[src/rtl/irq_seq_pkg.sv]
package irq_seq_pkg;
  typedef enum logic [1:0] {
    IM_OPC = 2'd0,
    IM_RST = 2'd1,
    IM_VEC = 2'd2
  } im_e;

  typedef enum logic [3:0] {
    S_IDLE, S_ACK, S_OPC, S_PSH_H, S_PSH_L, S_RD_L, S_RD_H, S_WT_H, S_LOAD
  } seq_st_e;
endpackage

[src/rtl/irq_ctl_regs.sv]
module irq_ctl_regs
  import irq_seq_pkg::*;
(
  input  logic       clk,
  input  logic       rst_n,
  input  logic       mode_wr,
  input  logic [1:0] mode_sel,
  input  logic       ie_set,
  input  logic       ie_clr,
  input  logic       take,
  output im_e        mode_q,
  output logic       ie_q
);
  always_ff @(posedge clk) begin
    if (!rst_n) begin
      mode_q <= IM_OPC;
      ie_q   <= 1'b0;
    end else begin
      if (mode_wr && mode_sel != 2'd3) mode_q <= im_e'(mode_sel);
      if (take)        ie_q <= 1'b0;
      else if (ie_clr) ie_q <= 1'b0;
      else if (ie_set) ie_q <= 1'b1;
    end
  end
endmodule

[src/rtl/irq_seq_fsm.sv]
module irq_seq_fsm
  import irq_seq_pkg::*;
(
  input  logic    clk,
  input  logic    rst_n,
  input  logic    ie,
  input  logic    irq_req,
  input  logic    insn_bnd,
  input  logic    push_ack,
  input  im_e     seq_mode,
  output logic    take,
  output seq_st_e state
);
  seq_st_e nxt;

  assign take = (state == S_IDLE) && ie && irq_req && insn_bnd;

  always_comb begin
    nxt = state;
    case (state)
      S_IDLE:  if (take) nxt = S_ACK;
      S_ACK:   nxt = (seq_mode == IM_OPC) ? S_OPC : S_PSH_H;
      S_OPC:   nxt = S_IDLE;
      S_PSH_H: if (push_ack) nxt = S_PSH_L;
      S_PSH_L: if (push_ack) nxt = (seq_mode == IM_RST) ? S_LOAD : S_RD_L;
      S_RD_L:  nxt = S_RD_H;
      S_RD_H:  nxt = S_WT_H;
      S_WT_H:  nxt = S_LOAD;
      S_LOAD:  nxt = S_IDLE;
      default: nxt = S_IDLE;
    endcase
  end

  always_ff @(posedge clk) begin
    if (!rst_n) state <= S_IDLE;
    else        state <= nxt;
  end
endmodule

[src/rtl/irq_seq_dp.sv]
module irq_seq_dp
  import irq_seq_pkg::*;
#(
  parameter int DATA_W  = 8,
  parameter int ADDR_W  = 16,
  parameter int RST_VEC = 'h38
) (
  input  logic              clk,
  input  logic              rst_n,
  input  logic              take,
  input  seq_st_e           state,
  input  im_e               mode_in,
  input  logic [DATA_W-1:0] i_reg,
  input  logic [ADDR_W-1:0] pc_cur,
  input  logic [ADDR_W-1:0] sp_cur,
  input  logic [DATA_W-1:0] ack_data,
  input  logic [DATA_W-1:0] mem_rdata,
  output im_e               seq_mode,
  output logic [ADDR_W-1:0] push_addr,
  output logic [DATA_W-1:0] push_data,
  output logic [ADDR_W-1:0] mem_addr,
  output logic [ADDR_W-1:0] pc_val,
  output logic [DATA_W-1:0] opcode
);
  localparam logic [ADDR_W-1:0] RV = ADDR_W'(RST_VEC);

  function automatic logic [ADDR_W-1:0] tbl_addr(input logic [DATA_W-1:0] base,
                                                 input logic [DATA_W-1:0] dev);
    return {base, dev[DATA_W-1:1], 1'b0};
  endfunction

  function automatic logic [ADDR_W-1:0] stack_slot(input logic [ADDR_W-1:0] sp,
                                                   input logic [1:0] k);
    return sp - ADDR_W'(k);
  endfunction

  logic [DATA_W-1:0] i_q, dev_q, lo_q, hi_q;
  logic [ADDR_W-1:0] pc_q, sp_q;
  logic [ADDR_W-1:0] tbl;

  always_ff @(posedge clk) begin
    if (!rst_n) begin
      seq_mode <= IM_OPC;
      i_q <= '0; dev_q <= '0; lo_q <= '0; hi_q <= '0;
      pc_q <= '0; sp_q <= '0;
    end else begin
      if (take) begin
        seq_mode <= mode_in;
        i_q      <= i_reg;
        pc_q     <= pc_cur;
        sp_q     <= sp_cur;
      end
      if (state == S_ACK)  dev_q <= ack_data;
      if (state == S_RD_H) lo_q  <= mem_rdata;
      if (state == S_WT_H) hi_q  <= mem_rdata;
    end
  end

  assign tbl       = tbl_addr(i_q, dev_q);
  assign mem_addr  = (state == S_RD_H) ? tbl + ADDR_W'(1) : tbl;
  assign push_addr = stack_slot(sp_q, (state == S_PSH_H) ? 2'd1 : 2'd2);
  assign push_data = (state == S_PSH_H) ? pc_q[ADDR_W-1:DATA_W] : pc_q[DATA_W-1:0];
  assign pc_val    = (seq_mode == IM_RST) ? RV : {hi_q, lo_q};
  assign opcode    = dev_q;
endmodule

[src/rtl/irq_resp_seq.sv]
module irq_resp_seq
  import irq_seq_pkg::*;
#(
  parameter int DATA_W  = 8,
  localparam int ADDR_W = 2 * DATA_W,
  parameter int RST_VEC = 'h38
) (
  input  logic              clk,
  input  logic              rst_n,
  input  logic              mode_wr,
  input  logic [1:0]        mode_sel,
  input  logic              ie_set,
  input  logic              ie_clr,
  output logic              ie_o,
  output logic [1:0]        mode_o,
  input  logic              irq_req,
  input  logic              insn_bnd,
  output logic              ack_o,
  input  logic [DATA_W-1:0] ack_data,
  input  logic [DATA_W-1:0] i_reg,
  input  logic [ADDR_W-1:0] pc_cur,
  input  logic [ADDR_W-1:0] sp_cur,
  output logic              mem_rd_o,
  output logic [ADDR_W-1:0] mem_addr_o,
  input  logic [DATA_W-1:0] mem_rdata,
  output logic              push_req_o,
  input  logic              push_ack,
  output logic [ADDR_W-1:0] push_addr_o,
  output logic [DATA_W-1:0] push_data_o,
  output logic              pc_load_o,
  output logic [ADDR_W-1:0] pc_val_o,
  output logic              opcode_valid_o,
  output logic [DATA_W-1:0] opcode_o
);
  im_e     mode_q, seq_mode;
  logic    take;
  seq_st_e state;

  irq_ctl_regs u_regs (
    .clk(clk), .rst_n(rst_n), .mode_wr(mode_wr), .mode_sel(mode_sel),
    .ie_set(ie_set), .ie_clr(ie_clr), .take(take),
    .mode_q(mode_q), .ie_q(ie_o)
  );

  irq_seq_fsm u_fsm (
    .clk(clk), .rst_n(rst_n), .ie(ie_o), .irq_req(irq_req),
    .insn_bnd(insn_bnd), .push_ack(push_ack), .seq_mode(seq_mode),
    .take(take), .state(state)
  );

  irq_seq_dp #(.DATA_W(DATA_W), .ADDR_W(ADDR_W), .RST_VEC(RST_VEC)) u_dp (
    .clk(clk), .rst_n(rst_n), .take(take), .state(state), .mode_in(mode_q),
    .i_reg(i_reg), .pc_cur(pc_cur), .sp_cur(sp_cur), .ack_data(ack_data),
    .mem_rdata(mem_rdata), .seq_mode(seq_mode), .push_addr(push_addr_o),
    .push_data(push_data_o), .mem_addr(mem_addr_o), .pc_val(pc_val_o),
    .opcode(opcode_o)
  );

  assign mode_o         = mode_q;
  assign ack_o          = (state == S_ACK);
  assign opcode_valid_o = (state == S_OPC);
  assign push_req_o     = (state == S_PSH_H) || (state == S_PSH_L);
  assign mem_rd_o       = (state == S_RD_L) || (state == S_RD_H);
  assign pc_load_o      = (state == S_LOAD);
endmodule

[config.mk]
export PLATFORM = sky130hd
export DESIGN_NAME = irq_resp_seq
export DESIGN_NICKNAME = d
export VERILOG_FILES = /design/src/rtl/irq_seq_pkg.sv /design/src/rtl/irq_ctl_regs.sv /design/src/rtl/irq_seq_fsm.sv /design/src/rtl/irq_seq_dp.sv /design/src/rtl/irq_resp_seq.sv
export SDC_FILE = /design/constraint.sdc
export NUM_CORES = 1
export LEC_CHECK = 0
export ABC_AREA = 0
export BUFFER_PORTS_ARGS = -buffer_cell sky130_fd_sc_hd__buf_4
export CORE_MARGIN = 5
export CORE_UTILIZATION = 48
export DETAILED_ROUTE_END_ITERATION = 8
export PLACE_DENSITY = 0.88
export SETUP_SLACK_MARGIN = 0.2
export SYNTH_ARGS = -nofsm -noshare
export SYNTH_HDL_FRONTEND = slang
export SYNTH_SLANG_ARGS = --single-unit
[constraint.sdc]
create_clock -name clk -period 3.02 [get_ports clk]
set_clock_uncertainty 0.15 [all_clocks]
set_input_delay 0.302 -clock clk [delete_from_list [all_inputs] [get_ports clk]]
set_output_delay 0.302 -clock clk [all_outputs]
set_load 0.01 [all_outputs]
# Word level (Yosys, flattened, before mapping)
# Cells that the tools add are included.
dict set report word_totals {
  ff_bits 73
  in_bits 66
  output_inout_bits 72
  word_cells 46
}
dict set report classes {
  addsub 2
  eq_ne 13
  muxes 10
  bitwise_logic 1
  n_reduce_logical 10
}
# op count
set ops {}
lappend ops {{2-to-1 mux 16 bit} 2}
lappend ops {{one-hot mux 4 bit (7 select lines)} 1}
lappend ops {{adder 16 x 1 -> 16 bit, second input constant} 1}
lappend ops {{== test 4 x 3 -> 1 bit, second input constant} 4}
lappend ops {{2-to-1 mux 4 bit} 4}
lappend ops {{subtractor 16 x 2 -> 16 bit} 1}
lappend ops {{== test 4 x 2 -> 1 bit, second input constant} 2}
lappend ops {{2-to-1 mux 8 bit} 1}
lappend ops {{!= test 2 bit, second input constant} 4}
lappend ops {{== test 4 x 1 -> 1 bit, second input constant} 1}
lappend ops {{== test 4 bit, second input constant} 1}
lappend ops {{logical AND 1 bit} 4}
lappend ops {{zero test 4 bit} 1}
lappend ops {{AND reduction 3 bit} 1}
lappend ops {{OR reduction 3 bit} 1}
lappend ops {{== test 2 x 1 -> 1 bit, second input constant} 1}
lappend ops {{zero test 2 bit} 1}
lappend ops {{logical OR 1 bit} 2}
lappend ops {{2-to-1 mux 2 bit} 1}
lappend ops {{2-to-1 mux 1 bit} 1}
lappend ops {{inverter 1 bit} 1}

# Logic depth before layout (Yosys ltp)
dict set report logic_depth {
  word_depth 6
  mapped_depth 8
  depth_no_buf 7
}

# Cells and area by module
# Synthesis repeated with hierarchy kept, for this count alone.
dict set report hier_totals {
  cells_unflattened 371
  hier_area_um2 3480.8
}
# module instances cells_per_inst area_per_inst_um2 seq_area_each_um2
set modules_own_cells {}
lappend modules_own_cells {irq_seq_dp 1 321 3046.7 1321.3}
lappend modules_own_cells {irq_seq_fsm 1 31 259.0 80.1}
lappend modules_own_cells {irq_ctl_regs 1 10 111.4 60.1}
lappend modules_own_cells {irq_resp_seq 1 9 63.8 0.0}

# Worst setup path before layout
# OpenSTA, ideal clock, no wires.
dict set report synth_path {
  path_type {register to output}
  from {register u_fsm.state[3]}
  to {output push_addr_o[5]}
  arrival_time_ns 2.120
  required_time_ns 2.568
  path_slack_ns 0.448
  stages_incl_launch_ff 9
  path_buffers 1
  cell_sequence {dfxtp_1 > nand2b_1 > nor2_1 > buf_1 > ha_1 > nand2b_1 > nor3b_1 > nor3b_1 > xor2_1}
}
dict set report synth_between {
  elab_chain_cells 3
}
# item line
set synth_lines {}
lappend synth_lines {{start, declared} irq_seq_fsm.sv:12} ;# output seq_st_e state
lappend synth_lines {{start signal, assigned} irq_seq_fsm.sv:36} ;# else state <= nxt;
lappend synth_lines {{== test 4 x 2 -> 1 bit} irq_seq_dp.sv:61} ;# assign push_addr = stack_slot(sp_q, (state == S_PSH_H) ? 2'd1 : 2'd2);
lappend synth_lines {{2-to-1 mux 2 bit} irq_seq_dp.sv:61}
lappend synth_lines {{subtractor 16 x 2 -> 16 bit} irq_seq_dp.sv:34} ;# return sp - ADDR_W'(k);
lappend synth_lines {{end, declared} irq_resp_seq.sv:28} ;# output logic [ADDR_W-1:0] push_addr_o,
# Every way passes these cells.

# Worst setup path in the final report
dict set report layout_path {
  from {register u_fsm.state[3]}
  to {output push_addr_o[12]}
}
# The elaborated chain is that of the path after synthesis.

==> results.sh <==
export IMPL_outcome="completed"
export IMPL_final_util=0.694
export IMPL_antenna_found_initial=0
export IMPL_cp_startpoint="u_fsm.state[3]"
export IMPL_yosysSeqAreaShare=0.428
export IMPL_synth_nets=485
export IMPL_drv_cap=0
export IMPL_gp_congestion=0.808
export IMPL_area_delta_synth_final_pct=39.5
export IMPL_leakagePower_nw=2.00
export IMPL_ys_flop_type="dfxtp_1"
export IMPL_clock_sinks=73
export IMPL_min_period_ps=2690
export IMPL_drt_total_wl_microns=9510
export IMPL_final_common_cell="buf_4"
export IMPL_powerDensity_nw_per_um2=428
export IMPL_dpl_cell_area_sq_um=4480
export IMPL_hold_path_startpoint="pc_cur[14]"
export IMPL_io_buffers=137
export IMPL_grt_pass1_vias=3243
export IMPL_die_area_sq_um=8910
export IMPL_dpl_hpwl_microns=6900
export IMPL_dr_pass1_iters=4
export IMPL_synth_area_leaders="dfxtp_1 43%, nand2_1 15%, a21boi_1 11%"
export IMPL_yosys_warnings=0
export IMPL_netlist_area_sq_um=3420
export IMPL_die_w_microns=94.4
export IMPL_r2r_start="u_fsm.state[0]"
export IMPL_fin_area_sq_um=4770
export IMPL_final_cell_mix="145 x buf_4, 136 x nand2_1, 72 x dfxtp_1"
export IMPL_cpMaxStageDelayCell="dfxtp_2"
export IMPL_synth_top_cell_area_share=0.428
export IMPL_viasPerCell=5.06
export IMPL_maxSlewHeadroom=0.554
export IMPL_ys_async_sr_fraction=0
export IMPL_worstSetupStartpointType="flip-flop"
export IMPL_path_cells="nand2b_1 > nor2_4 > ha_1 > fa_2 > nand3_4 > nor3_1 > xor2_1 > buf_4"
export IMPL_grt_start_max_net_pins=51
export IMPL_track_usage=0.210
export IMPL_drive_gt1_frac=0.336
export IMPL_core_sq_um=6870
export IMPL_rows=30
export IMPL_crit_required_ps=2570
export IMPL_synth_enable_flop_cells=0
export IMPL_slowest_delay_ps=360
export IMPL_grt_overflow_total=0
export IMPL_path_class="reg -> out"
export IMPL_finalSetupTns_ps=0
export IMPL_ir_worst_vdd_mv=0.240
export IMPL_root_buffer="clkbuf_8"
export IMPL_wl_per_cell_microns=14.8
export IMPL_synth_seq_cells=73
export IMPL_drc=0
export IMPL_finalNetCount=612
export IMPL_finalSetupViolCount=0
export IMPL_cp_arrival_ps=2240
export IMPL_drt_iter0_drc=97
export IMPL_boundaryPins=138
export IMPL_antenna_left=0
export IMPL_drv_slew=0
export IMPL_cts_clk_slew_worst_paths_ps=80
export IMPL_cts_buffers=9
export IMPL_dieHeight_microns=94.4
export IMPL_h_tree_depth=3
export IMPL_yosysTopAreaCell="dfxtp_1"
export IMPL_fmax_mhz=371
export IMPL_n_antenna_cell=0
export IMPL_pre_cts_slack_ps=111
export IMPL_insertion_delay_ps=330
export IMPL_synth_area_per_cell_sq_um=8.22
export IMPL_final_hold_violation_count=0
export IMPL_worst_path_max_fanout=8
export IMPL_clk_path_buf_depth=2
export IMPL_fin_ws_ps=326
export IMPL_synthCells=416
export IMPL_vias=3260
export IMPL_period_share=0.892
export IMPL_tightestPinTransition_ps=666
export IMPL_endpoint_kind="output port"
export IMPL_grt_first_pass_wirelength_microns=14900
export IMPL_cts_tree="done"
export IMPL_hp_class="in -> reg"
export IMPL_rsz0062_at_grt="true"
export IMPL_initial_core_util=0.498
export IMPL_ys_types=45
-- routing by layer --
metal	global-route usage	up-vias	routed length [microns]
met4	0.0782	0	86
li1	-	1617	-
met5	0	-	0
met1	0.253	1541	3910
met2	0.372	95	4920
met3	0.0390	7	591
-- layout make-up --
cell class	count	area, sq um
clock buffer	10	128
clock inverter	6	82.6
fill	555	2100
inverter	8	30.0
multi-input combinational	304	1830
sequential	73	1460
tap	96	120
timing repair buffer	147	1120
-- synth_stat cells (all sizes together) (2+ instances only) --
cell,count
nor3b,4
nand2,136
buf,12
or3b,2
inv,7
and2,13
mux2,8
a21boi,66
ha,2
nand4b,2
o31ai,2
o21ai,3
nor2,11
xor2,11
o21a,2
dfxtp,73
nand3b,2
nor4,3
nand2b,7
nor4b,2
nor3,6
o221a,2
nand3,3
a21oi,3
or3,2
clkbuf,19
xnor2,3
-- state kept, by name (all words and copies together), names as in the netlist --
signal         count
u_regs.mode_q      2
u_regs.ie_q        1
u_dp.i_q           8
u_fsm.state        4
u_dp.hi_q          8
u_dp.lo_q          8
u_dp.pc_q         16
u_dp.seq_mode      2
u_dp.sp_q         16
u_dp.opcode        8
-- critical path, delay by kind of cell, from the launching register on --
family	cells	cell delay, ps
and+or+nand+nor	4	720
adders and majority gates	2	490
DFF	1	360
xor gates and xnor gates	1	190
buffers and inverters	1	150
-- logic make-up after synthesis --
logic type | count (synthesis) | synth area share
simple gates | 198 | 0.268
compound gates | 80 | 0.175
flops | 73 | 0.428
buf+inv | 39 | 0.0520
xor+xnor | 14 | 0.0359
mux | 9 | 0.0293
fa+ha+maj | 3 | 0.0132
-- through the flow --
step                      total power, mW  instances  hold slack [ps]
final                                2.04        644             59.3
after global routing                 2.12        644             50.1
after CTS                            2.05        643             46.0
after detailed placement             1.24        625              295
after global placement               1.23        625              288
after floorplan                      1.11        416              229
-- power breakdown --
group          switching [mW]  total (mW)  internal, mW
registers              0.0107       0.985         0.974
clock network           0.352       0.813         0.461
logic                   0.102       0.240         0.138
-- path summary, 6_finish.rpt --
check                                        to  slack (ps)  cells past startpoint
worst max-delay path            push_addr_o[12]         330                      8
worst min-delay path              u_dp.pc_q[14]          60                      3
worst max register to register     u_dp.sp_q[8]         900                      6
worst min register to register     u_dp.pc_q[4]         300                      2
-- timing repair --
action / in CTS / in global routing
setup buffers: 1 / 1
setup endpoints to repair: 15 / 8
pin swaps: 1 / 0
gates resized for setup: 6 / 4
hold buffers: 1 / 0
endpoints found under the hold margin: 1 / 0
(Power assumes the default switching activity.)
